===== src/rtl/spim_pkg.sv =====
package spim_pkg;

  localparam int REG_W        = 16;
  localparam int ADDR_W       = 4;
  localparam int FRAME_WIDE   = 16;
  localparam int FRAME_NARROW = 8;
  localparam int BIT_IDX_W    = $clog2(FRAME_WIDE);
  localparam int EDGE_W       = $clog2(2 * FRAME_WIDE);

  localparam logic [ADDR_W-1:0] RA_CTRL    = 4'd0;
  localparam logic [ADDR_W-1:0] RA_FRAMES  = 4'd1;
  localparam logic [ADDR_W-1:0] RA_ENABLE  = 4'd2;
  localparam logic [ADDR_W-1:0] RA_SELECT  = 4'd3;
  localparam logic [ADDR_W-1:0] RA_DIVIDER = 4'd4;
  localparam logic [ADDR_W-1:0] RA_TXDATA  = 4'd5;
  localparam logic [ADDR_W-1:0] RA_RXDATA  = 4'd6;
  localparam logic [ADDR_W-1:0] RA_TXLEVEL = 4'd7;
  localparam logic [ADDR_W-1:0] RA_RXLEVEL = 4'd8;
  localparam logic [ADDR_W-1:0] RA_STATUS  = 4'd9;

  typedef enum logic [1:0] {
    XFER_DUPLEX = 2'd0,
    XFER_TXONLY = 2'd1,
    XFER_RXONLY = 2'd2
  } xferMode_e;

  typedef struct packed {
    logic cpol;
    logic cpha;
    logic wide;
  } frameCfg_t;

  // Strobes from the control FSM to the datapath.
  typedef struct packed {
    logic flush;
    logic idle;
    logic loadFrame;
    logic popTx;
    logic edgeHit;
    logic lead;
    logic lastEdge;
    logic pushRx;
    logic pushTx;
    logic popRx;
  } engStrobe_t;

endpackage


===== src/rtl/spim_fifo.sv =====
module spim_fifo #(
  parameter int WIDTH = 16,
  parameter int DEPTH = 32
) (
  input  logic                         clk,
  input  logic                         rstN,
  input  logic                         flush,
  input  logic                         push,
  input  logic [WIDTH-1:0]             pushData,
  input  logic                         pop,
  output logic [WIDTH-1:0]             headData,
  output logic [$clog2(DEPTH+1)-1:0]   level
);
  localparam int PTR_W = $clog2(DEPTH);
  localparam int LVL_W = $clog2(DEPTH + 1);

  logic [WIDTH-1:0] mem [DEPTH];
  logic [PTR_W-1:0] wrPtr, rdPtr;
  logic             doPush, doPop;

  assign doPush   = push && (level != LVL_W'(DEPTH));
  assign doPop    = pop && (level != '0);
  assign headData = mem[rdPtr];

  function automatic logic [PTR_W-1:0] nextPtr(input logic [PTR_W-1:0] p);
    return (p == PTR_W'(DEPTH - 1)) ? '0 : p + PTR_W'(1);
  endfunction

  always_ff @(posedge clk) begin
    if (doPush && !flush) mem[wrPtr] <= pushData;
  end

  always_ff @(posedge clk or negedge rstN) begin
    if (!rstN) begin
      wrPtr <= '0;
      rdPtr <= '0;
      level <= '0;
    end else if (flush) begin
      wrPtr <= '0;
      rdPtr <= '0;
      level <= '0;
    end else begin
      if (doPush) wrPtr <= nextPtr(wrPtr);
      if (doPop)  rdPtr <= nextPtr(rdPtr);
      if (doPush && !doPop)      level <= level + LVL_W'(1);
      else if (doPop && !doPush) level <= level - LVL_W'(1);
    end
  end
endmodule


===== src/rtl/spim_datapath.sv =====
module spim_datapath
  import spim_pkg::*;
#(
  parameter int DEPTH = 32
) (
  input  logic                       clk,
  input  logic                       rstN,
  input  engStrobe_t                 stb,
  input  frameCfg_t                  cfg,
  input  logic [REG_W-1:0]           wdata,
  input  logic                       miso,
  output logic                       sclk,
  output logic                       mosi,
  output logic [$clog2(DEPTH+1)-1:0] txLevel,
  output logic [$clog2(DEPTH+1)-1:0] rxLevel,
  output logic [REG_W-1:0]           rxHead
);
  logic [REG_W-1:0]     txHead, txWord, rxShift, rxNext, loadWord;
  logic [BIT_IDX_W-1:0] outIdx, topIdx;
  logic                 driveEdge, sampleEdge;

  spim_fifo #(.WIDTH(REG_W), .DEPTH(DEPTH)) u_txFifo (
    .clk(clk), .rstN(rstN), .flush(stb.flush),
    .push(stb.pushTx), .pushData(wdata),
    .pop(stb.popTx), .headData(txHead), .level(txLevel)
  );

  spim_fifo #(.WIDTH(REG_W), .DEPTH(DEPTH)) u_rxFifo (
    .clk(clk), .rstN(rstN), .flush(stb.flush),
    .push(stb.pushRx), .pushData(rxNext),
    .pop(stb.popRx), .headData(rxHead), .level(rxLevel)
  );

  assign topIdx     = cfg.wide ? BIT_IDX_W'(FRAME_WIDE - 1) : BIT_IDX_W'(FRAME_NARROW - 1);
  assign loadWord   = stb.popTx ? txHead : '0;
  // CPHA=0: data changes on trailing edges, sampled on leading ones; CPHA=1 swaps them.
  assign driveEdge  = stb.edgeHit && !stb.lastEdge && (cfg.cpha ? stb.lead : !stb.lead);
  assign sampleEdge = stb.edgeHit && (cfg.cpha ? !stb.lead : stb.lead);
  assign rxNext     = sampleEdge ? {rxShift[REG_W-2:0], miso} : rxShift;

  always_ff @(posedge clk or negedge rstN) begin
    if (!rstN) begin
      sclk    <= 1'b0;
      mosi    <= 1'b0;
      txWord  <= '0;
      rxShift <= '0;
      outIdx  <= '0;
    end else if (stb.idle) begin
      sclk <= cfg.cpol;
      mosi <= 1'b0;
    end else if (stb.loadFrame) begin
      txWord  <= loadWord;
      rxShift <= '0;
      if (!cfg.cpha) begin
        mosi   <= loadWord[topIdx];
        outIdx <= topIdx - BIT_IDX_W'(1);
      end else begin
        outIdx <= topIdx;
      end
    end else begin
      if (stb.edgeHit) sclk <= ~sclk;
      if (driveEdge) begin
        mosi   <= txWord[outIdx];
        outIdx <= outIdx - BIT_IDX_W'(1);
      end
      rxShift <= rxNext;
    end
  end
endmodule


===== src/rtl/spim_ctrl.sv =====
module spim_ctrl
  import spim_pkg::*;
#(
  parameter int DEPTH  = 32,
  parameter int NUM_CS = 4
) (
  input  logic                       clk,
  input  logic                       rstN,
  input  logic                       wrEn,
  input  logic                       rdEn,
  input  logic [ADDR_W-1:0]          addr,
  input  logic [REG_W-1:0]           wdata,
  output logic [REG_W-1:0]           rdata,
  input  logic [$clog2(DEPTH+1)-1:0] txLevel,
  input  logic [$clog2(DEPTH+1)-1:0] rxLevel,
  input  logic [REG_W-1:0]           rxHead,
  output frameCfg_t                  cfg,
  output engStrobe_t                 stb,
  output logic                       busy,
  output logic                       enable,
  output logic [NUM_CS-1:0]          csN
);
  localparam int LVL_W = $clog2(DEPTH + 1);
  localparam int HALF_W = REG_W - 1;
  localparam logic [REG_W-1:0] CS_MASK = REG_W'((32'd1 << NUM_CS) - 1);
  localparam logic [EDGE_W-1:0] LAST_WIDE   = EDGE_W'(2 * FRAME_WIDE - 1);
  localparam logic [EDGE_W-1:0] LAST_NARROW = EDGE_W'(2 * FRAME_NARROW - 1);

  typedef enum logic [1:0] {ST_IDLE, ST_LOAD, ST_SHIFT, ST_DONE} engState_e;

  engState_e           state;
  logic [1:0]          modeR;
  logic                cpolR, cphaR, wideR, enR;
  logic [REG_W-1:0]    frameReg, frameLeft, divR;
  logic [NUM_CS-1:0]   selR;
  logic [HALF_W-1:0]   halfLim, halfCnt;
  logic [EDGE_W-1:0]   edgeCnt, lastIdx;
  logic                needTx, needRx, canLoad, edgeHit, lastEdge, txFull, rxEmpty;

  assign cfg     = '{cpol: cpolR, cpha: cphaR, wide: wideR};
  assign enable  = enR;
  assign csN     = ~selR;
  assign busy    = (state == ST_LOAD) || (state == ST_SHIFT);
  assign needTx  = (modeR != XFER_RXONLY);
  assign needRx  = (modeR != XFER_TXONLY);
  assign txFull  = (txLevel == LVL_W'(DEPTH));
  assign rxEmpty = (rxLevel == '0);
  assign halfLim = (divR[REG_W-1:1] == '0) ? HALF_W'(1) : divR[REG_W-1:1];
  assign lastIdx = wideR ? LAST_WIDE : LAST_NARROW;

  assign canLoad  = (state == ST_LOAD) && (!needTx || (txLevel != '0))
                    && (!needRx || (rxLevel < LVL_W'(DEPTH)));
  assign edgeHit  = (state == ST_SHIFT) && (halfCnt == halfLim - HALF_W'(1));
  assign lastEdge = edgeHit && (edgeCnt == lastIdx);

  always_comb begin
    stb           = '0;
    stb.flush     = !enR;
    stb.idle      = !busy;
    stb.loadFrame = canLoad;
    stb.popTx     = canLoad && needTx;
    stb.edgeHit   = edgeHit;
    stb.lead      = !edgeCnt[0];
    stb.lastEdge  = lastEdge;
    stb.pushRx    = lastEdge && needRx;
    stb.pushTx    = wrEn && (addr == RA_TXDATA) && enR;
    stb.popRx     = rdEn && (addr == RA_RXDATA);
  end

  // Register writes
  always_ff @(posedge clk or negedge rstN) begin
    if (!rstN) begin
      {modeR, wideR, cphaR, cpolR} <= '0;
      frameReg <= '0;
      enR      <= 1'b0;
      selR     <= '0;
      divR     <= REG_W'(2);
    end else if (wrEn) begin
      case (addr)
        RA_CTRL:    {modeR, wideR, cphaR, cpolR} <= wdata[4:0];
        RA_FRAMES:  frameReg <= wdata;
        RA_ENABLE:  enR <= wdata[0];
        RA_SELECT:  if ($onehot0(wdata) && ((wdata & ~CS_MASK) == '0))
                      selR <= wdata[NUM_CS-1:0];
        RA_DIVIDER: divR <= wdata;
        default: ;
      endcase
    end
  end

  // Transfer sequencer
  always_ff @(posedge clk or negedge rstN) begin
    if (!rstN) begin
      state     <= ST_IDLE;
      frameLeft <= '0;
      halfCnt   <= '0;
      edgeCnt   <= '0;
    end else if (!enR) begin
      state <= ST_IDLE;
    end else begin
      case (state)
        ST_IDLE: begin
          state     <= ST_LOAD;
          frameLeft <= frameReg;
        end
        ST_LOAD: if (canLoad) begin
          state   <= ST_SHIFT;
          halfCnt <= '0;
          edgeCnt <= '0;
        end
        ST_SHIFT: begin
          if (edgeHit) begin
            halfCnt <= '0;
            edgeCnt <= edgeCnt + EDGE_W'(1);
            if (lastEdge) begin
              if (frameLeft == '0) state <= ST_DONE;
              else begin
                frameLeft <= frameLeft - REG_W'(1);
                state     <= ST_LOAD;
              end
            end
          end else begin
            halfCnt <= halfCnt + HALF_W'(1);
          end
        end
        default: state <= ST_DONE;
      endcase
    end
  end

  // Register reads
  always_comb begin
    case (addr)
      RA_CTRL:    rdata = REG_W'({modeR, wideR, cphaR, cpolR});
      RA_FRAMES:  rdata = frameReg;
      RA_ENABLE:  rdata = REG_W'(enR);
      RA_SELECT:  rdata = REG_W'(selR);
      RA_DIVIDER: rdata = divR;
      RA_RXDATA:  rdata = rxEmpty ? '0 : rxHead;
      RA_TXLEVEL: rdata = REG_W'(txLevel);
      RA_RXLEVEL: rdata = REG_W'(rxLevel);
      RA_STATUS:  rdata = REG_W'({rxEmpty, txFull, busy});
      default:    rdata = '0;
    endcase
  end
endmodule


===== src/rtl/spim_top.sv =====
module spim_top
  import spim_pkg::*;
#(
  parameter int DEPTH  = 32,
  parameter int NUM_CS = 4
) (
  input  logic              clk,
  input  logic              rstN,
  input  logic              wrEn,
  input  logic              rdEn,
  input  logic [3:0]        addr,
  input  logic [15:0]       wdata,
  output logic [15:0]       rdata,
  output logic              sclk,
  output logic              mosi,
  input  logic              miso,
  output logic [NUM_CS-1:0] csN
);
  engStrobe_t                 stb;
  frameCfg_t                  cfg;
  logic [$clog2(DEPTH+1)-1:0] txLevel, rxLevel;
  logic [REG_W-1:0]           rxHead;
  logic                       busy, enable;

  spim_ctrl #(.DEPTH(DEPTH), .NUM_CS(NUM_CS)) u_ctrl (
    .clk(clk), .rstN(rstN), .wrEn(wrEn), .rdEn(rdEn), .addr(addr),
    .wdata(wdata), .rdata(rdata), .txLevel(txLevel), .rxLevel(rxLevel),
    .rxHead(rxHead), .cfg(cfg), .stb(stb), .busy(busy), .enable(enable),
    .csN(csN)
  );

  spim_datapath #(.DEPTH(DEPTH)) u_dp (
    .clk(clk), .rstN(rstN), .stb(stb), .cfg(cfg), .wdata(wdata),
    .miso(miso), .sclk(sclk), .mosi(mosi), .txLevel(txLevel),
    .rxLevel(rxLevel), .rxHead(rxHead)
  );
endmodule


===== config.mk =====
export PLATFORM = sky130hd
export DESIGN_NAME = spim_top
export DESIGN_NICKNAME = d
export VERILOG_FILES = /design/src/rtl/spim_pkg.sv /design/src/rtl/spim_fifo.sv /design/src/rtl/spim_datapath.sv /design/src/rtl/spim_ctrl.sv /design/src/rtl/spim_top.sv
export SDC_FILE = /design/constraint.sdc
export NUM_CORES = 1
export LEC_CHECK = 0
export BUFFER_PORTS_ARGS = -buffer_cell sky130_fd_sc_hd__buf_4
export CORE_UTILIZATION = 60
export CTS_CLUSTER_SIZE = 12
export DETAILED_ROUTE_END_ITERATION = 12
export PLACE_DENSITY = 0.76
export SYNTH_ARGS = -nofsm -noshare
export SYNTH_HDL_FRONTEND = slang
export SYNTH_SLANG_ARGS = --single-unit

===== constraint.sdc =====
create_clock -name clk -period 6.2 [get_ports clk]
set_clock_uncertainty 0.1 [all_clocks]
set_input_delay 0.93 -clock clk [delete_from_list [all_inputs] [get_ports clk]]
set_output_delay 0.93 -clock clk [all_outputs]
set_load 0.05 [all_outputs]

==> flow_summary.ini, run 1 <==
[pwr]
p_seq_frac = 0.526
p_per_area_nw_per_um2 = 313.8
internal_power_mw = 13.03
p_sw_mw = 4.053
max-vdd-ir-drop_v = 0.0002771
p_clk_frac = 0.385
p_leak_nw = 17.15
fin_total_pwr_mw = 17.08
sw_frac_of_total = 0.2372
power_frac_comb = 0.089

[placement]
gp_congestion = 0.9570
hpwl_mm = 74.79
dp.cells = 3724
dpl_cell_area_um2 = 50950
port_buffers = 46

[critical_path]
r2r_slack_ps = 800
critPathMaxStageDelay_ps = 610
cp-start-kind = register
r2r.worst_path.cells = 19
worst-endpoint-arrival_ps = 5930
cp_slowest_cell = nor4_2
worstPathCellList = nor4_2 > and3_1 > a21oi_1 > ha_1 > or3b_2 > nor3_1 > xnor2_1 > nand4_1 > nor4_4 > and2_1 > nand3_1 > ha_1 > a21o_1 > a21oi_1 > nor2b_1 > o21a_1 > or3_1 > mux2i_1 > mux2i_1
r2r-end = u_dp.u_rxFifo.level[5]$_DFFE_PN0P_
crit_type = register to register
required_ps = 6730
path_max_fanout = 8
endpoint_kind = register
r2r-start = u_ctrl.divR[9]$_DFFE_PN0P_

[logic_synthesis]
yosys-top-cells-area = edfxtp_1, mux4_2, dfrtp_1
ys_ff_latch = 1174
ys_seq_area_frac = 0.7071
synth_largest_area_cell = edfxtp_1
yosysUniqueCellTypes = 77
yosys-top-cells-count = edfxtp_1, mux4_2, dfrtp_1
ys.flop_type = edfxtp_1
synth-async-reset-ratio = 0.1278
yosysMostFrequentCell = edfxtp_1
yosysWarnings = 0
netlist.area_leader.share = 0.6302
syn-cell-area_um2 = 48800
postSynthAreaPerCell_um2 = 18.50
synth.net_count = 2726
synth_edf_count = 1024
netlist_instances = 2637

[clock_tree]
cts-root-buf = clkbuf_16
post_cts_buffers = 0
cts.clk_slew.worst_paths_ps = 60
htree_levels = 3
cts-hold-fix-buffers = 0
cts_tree = yes
cts_sinks = 1174
cts_made_buffers = 115
clock_latency_ps = 710
cts_resized = 0
clk_path_buf_depth = 3

[drt]
first_pass_iters = 5
drt_wl_total_mm = 123.4
final_antenna_net_count = 0
drt_iter0_markers = 3281
drt-vias-per-instance = 6.825
wl_per_cell_um = 31.56
drc = 0
vias = 26686

[status]
status = completed

[finish]
antennaDiodeCount = 0
areaGrowthSynthToFinish_pct = 11.58
final_cell_area_um2 = 54450
seq_area_um2 = 34520
drive_gt1_frac = 0.2467
layout.cells.non_filler = 3910
multiInputGateArea_um2 = 13480
fillers = 4945
finalNetCount = 2870

[grt]
grt_max_degree = 101
antenna_found_initial = 3
track_usage = 0.3056
grt_first_pass_wirelength_mm = 179.7
grt_pass1_vias = 26673
grt_overflow_total = 0

[floorplanning]
start_util = 0.6058
rows = 104
die_area_um2 = 82470
fp.dieW_um = 287.2
core-area_um2 = 80550
die_height_um = 287.2
pin_count = 47

[timing]
slew_headroom = 0.2406
fin_setup_tns_ps = 0
post-route-period-util = 0.8705
worst_pin_slew_ps = 1133
slew_violations = 0
hold_viol_final = 0
min_period_ps = 5397
fmax_mhz = 185.3
rsz0062_at_grt = no
setup_violations = 0

[worst_hold_path]
hp-class = input pin to async pin

[job]
cap_violations = 0
## metrics by stage
| stage | hold WS (ps) | setup slack [ps] | util |
|---|---|---|---|
| 5_1_grt | 312.5 | 387.6 | 0.6760 |
| 2_1_floorplan | 344.2 | 998.8 | - |
| 6_report | 230.3 | 803.0 | 0.6760 |
| 3_5_place_dp | 364.6 | 325.5 | 0.6325 |
| 3_3_place_gp | 357.1 | 424.1 | 0.6325 |
| 4_1_cts | 274.7 | 797.6 | 0.6760 |
## layout by cell type, fill, tap and decap left out, drive strengths merged, types with 47 or more instances in the layout
| master | instances |
|---|---|
| o21ai | 88 |
| mux2i | 66 |
| nand3 | 47 |
| edfxtp | 1024 |
| nand2 | 119 |
| ha | 51 |
| nor2 | 142 |
| clkbuf | 162 |
| buf | 170 |
| dfrtp | 149 |
| mux4 | 317 |
| inv | 83 |
## sequential cells by signal, summed over array words and instances, names as in the netlist, 2 cells and up
signal	count
u_dp.u_rxFifo.level	6
u_dp.u_txFifo.level	6
u_ctrl.divR	16
u_ctrl.modeR	2
u_dp.u_rxFifo.wrPtr	5
u_dp.txWord	16
u_ctrl.selR	4
u_dp.rxShift	16
u_dp.u_txFifo.wrPtr	5
u_dp.u_rxFifo.rdPtr	5
u_ctrl.state	2
u_dp.outIdx	4
u_ctrl.halfCnt	15
u_ctrl.frameLeft	16
u_dp.u_rxFifo.mem	512
u_dp.u_txFifo.rdPtr	5
u_ctrl.frameReg	16
u_ctrl.edgeCnt	5
u_dp.u_txFifo.mem	512
## power by group through the flow
stage | Clock, mW | Combinational [mW] | Sequential (mW)
floorplan | 0 | 1.09 | 9.00
global placement | 0 | 1.45 | 9.12
detailed placement | 0 | 1.49 | 9.14
CTS | 6.64 | 1.51 | 8.98
global route | 6.92 | 1.65 | 9.00
finish | 6.58 | 1.51 | 8.98
## routing by layer
metal | vias up | track usage | part of all wire
li1 | 10850 | - | -
met1 | 13917 | 0.4280 | 0.38
met2 | 1643 | 0.4811 | 0.48
met3 | 272 | 0.05381 | 0.098
met4 | 4 | 0.1287 | 0.044
met5 | - | 0 | 0.00017
## kinds of logic (layout without fill, tap and decap cells)
kind of cell	after synthesis	after routing	synth area share
AOI/OAI and AO/OA	254	254	0.03410
xor gates and xnor gates	41	41	0.007513
adders and majority gates	64	64	0.01841
buffers and inverters	225	438	0.01764
DFF	1174	1174	0.7071
muxes	422	422	0.1688
and+or+nand+nor	457	457	0.04638
## worst max path at each step
stage                                from                            endpoint  slack [ps]
2_1_floorplan                   wdata[10]          u_ctrl.selR[0]$_DFFE_PN0P_        1000
3_3_place_gp                     wdata[4]          u_ctrl.selR[0]$_DFFE_PN0P_         420
3_5_place_dp                     wdata[8]          u_ctrl.selR[2]$_DFFE_PN0P_         330
4_1_cts        u_ctrl.divR[9]$_DFFE_PN0P_  u_dp.u_rxFifo.level[5]$_DFFE_PN0P_         800
5_1_grt        u_ctrl.divR[9]$_DFFE_PN0P_  u_dp.u_rxFifo.level[5]$_DFFE_PN0P_         390
6_report       u_ctrl.divR[9]$_DFFE_PN0P_  u_dp.u_rxFifo.level[5]$_DFFE_PN0P_         800
## critical path: cells and delay by family, from the launching register on
family	cells	cell delay [ps]
AOI/OAI and AO/OA	4	680
xor gates and xnor gates	1	210
adders and majority gates	2	600
DFF	1	480
muxes	2	370
and+or+nand+nor	10	2870
## area by class of cell
cell class,instances,share of cell area
flip-flops and latches,1174,0.6340
repair buffers,170,0.02420
clock inverters,24,0.006480
inverters,82,0.005653
well taps,1060,0.02436
clock buffers,162,0.05775
multi-input cells,1238,0.2475
(Power assumes the default switching activity.)
==> inputs of run 2 (changes only) <==
- PLACE_DENSITY: 0.76 -> 0.87
==> flow_summary.ini, run 2 (synthesis gave the netlist of run 1 again) <==
[status]
status = completed

[timing]
slew_headroom = 0.06935
worst_slack_ps = 458.6
fin_setup_tns_ps = 0
min_period_ps = 5741
hold_viol_final = 0
fmax_mhz = 174.2
worst_pin_slew_ps = 1388
rsz0062_at_grt = no
setup_violations = 0
slew_violations = 0
post-route-period-util = 0.9260

[pwr]
p_per_area_nw_per_um2 = 312.8
internal_power_mw = 12.81
sw_frac_of_total = 0.2444
power_frac_comb = 0.091
p_seq_frac = 0.530
p_clk_frac = 0.379
max-vdd-ir-drop_v = 0.0002280
p_sw_mw = 4.143
p_leak_nw = 17.06
fin_total_pwr_mw = 16.95

[finish]
multiInputGateArea_um2 = 13430
layout_commonest_cell = edfxtp_1
reg_top3 = u_dp.u_rxFifo.mem: 512 flops, u_dp.u_txFifo.mem: 512 flops
final_cell_mix = edfxtp_1, mux4_2, buf_4
drive_gt1_frac = 0.2394
seq_area_um2 = 34520
layout.cells.non_filler = 3903
fillers = 4637
finalNetCount = 2866
areaGrowthSynthToFinish_pct = 11.07

[critical_path]
r2r_slack_ps = 460
worstPathCellList = nor4_2 > and3_1 > a21oi_1 > ha_1 > or3b_2 > nor3_1 > xnor2_1 > nand4_1 > nor4_4 > buf_4 > and2_1 > nand3_1 > ha_1 > a21o_1 > a21oi_1 > nor2b_1 > o21a_1 > or3_1 > mux2i_1 > mux2i_1
r2r-end = u_dp.u_rxFifo.level[5]$_DFFE_PN0P_
endpoint_kind = register
critPathLaunch = u_ctrl.divR[9]$_DFFE_PN0P_
worst-path-buf-inv = 1
cp_slowest_cell = nor4_2
endpoint = u_dp.u_rxFifo.level[5]$_DFFE_PN0P_
crit_cells = 20
r2r.worst_path.cells = 20
crit_family = simple AND/OR/NAND/NOR gates
cp-start-kind = register
path_max_fanout = 14
critPathMaxStageDelay_ps = 570
crit_type = register to register
r2r-start = u_ctrl.divR[9]$_DFFE_PN0P_
worst-endpoint-arrival_ps = 6230
required_ps = 6690

[clock_tree]
cts_made_buffers = 114
cts_tree = yes
cts-root-buf = clkbuf_16
clock_latency_ps = 700
cts-hold-fix-buffers = 0
clk_path_buf_depth = 3
post_cts_buffers = 0
htree_levels = 3
cts_resized = 0
cts_sinks = 1174
cts.clk_slew.worst_paths_ps = 60

[placement]
dp_slack_ps = 294.3
gp_congestion = 0.9487
dp.cells = 3721
port_buffers = 46
hpwl_mm = 77.14

[grt]
grt_pass1_vias = 28654
grt_max_degree = 93
track_usage = 0.3355
grt_overflow_total = 0
grt_first_pass_wirelength_mm = 195.7
antenna_found_initial = 4

[floorplanning]
start_util = 0.6058
die_area_um2 = 82470
die_height_um = 287.2
fp.dieW_um = 287.2
pin_count = 47
core-area_um2 = 80550
rows = 104

[drt]
drt_iter0_markers = 4107
wl_per_cell_um = 34.85
vias = 28220
drt-vias-per-instance = 7.230
final_antenna_net_count = 0
drc = 0
drt_wl_total_mm = 136.0
first_pass_iters = 7

[worst_hold_path]
hp-class = input pin to async pin

[job]
cap_violations = 0
## run 2: cell type report
type | count | share of cell area
multi-input combinational | 1238 | 0.2479
tap | 1060 | 0.02447
clock inverter | 24 | 0.004409
inverter | 82 | 0.005679
clock buffer | 156 | 0.05688
timing repair buffer | 167 | 0.02366
sequential | 1174 | 0.6369
antenna | 2 | 0.00009234
## run 2: worst min path at each step
stage                                           end  slack (ps)  cells past startpoint                         from
finish              u_ctrl.frameReg[11]$_DFFE_PN0P_         180                      1                         rstN
global route        u_ctrl.frameReg[11]$_DFFE_PN0P_         280                      1                         rstN
CTS                 u_ctrl.frameReg[12]$_DFFE_PN0P_         230                      1                         rstN
detailed placement       u_dp.txWord[2]$_DFFE_PN0P_         370                      2   u_dp.txWord[2]$_DFFE_PN0P_
global placement         u_dp.txWord[1]$_DFFE_PN0P_         360                      2   u_dp.txWord[1]$_DFFE_PN0P_
floorplan               u_dp.txWord[15]$_DFFE_PN0P_         340                      1  u_dp.txWord[15]$_DFFE_PN0P_
## run 2: worst register-to-register path, cell delays in order, from the launching register on
cell,delay [ps]
dfrtp_1,480
nor4_2,580
and3_1,350
a21oi_1,100
ha_1,240
or3b_2,260
nor3_1,70
xnor2_1,210
nand4_1,170
nor4_4,290
buf_4,250
and2_1,450
nand3_1,320
ha_1,370
a21o_1,180
a21oi_1,250
nor2b_1,90
o21a_1,190
or3_1,300
mux2i_1,190
mux2i_1,200
## run 2: layer usage
layer  global-route usage  vias to the layer above  part of all wire
met5                    0                        -           0.00092
met1               0.4216                    14205              0.33
met3              0.08365                      583              0.12
met4               0.1823                        8             0.064
met2               0.5412                     2588              0.49
li1                     -                    10836                 -
## run 2: power by group through the flow
| stage | Combinational (mW) | Clock [mW] | Sequential, mW |
|---|---|---|---|
| after floorplan | 1.09 | 0 | 9.00 |
| after global placement | 1.42 | 0 | 9.11 |
| after detailed placement | 1.48 | 0 | 9.12 |
| after CTS | 1.51 | 6.45 | 8.96 |
| after global routing | 1.66 | 6.70 | 8.99 |
| final | 1.54 | 6.43 | 8.98 |
## run 2: metrics by stage
step / hold slack, ps / utilization / instance area (um^2)
floorplan: 344.2 / - / 48800
global placement: 360.4 / 0.6316 / 50870
detailed placement: 372.9 / 0.6316 / 50870
CTS: 234.7 / 0.6728 / 54190
global route: 277.1 / 0.6728 / 54190
finish: 178.9 / 0.6729 / 54200
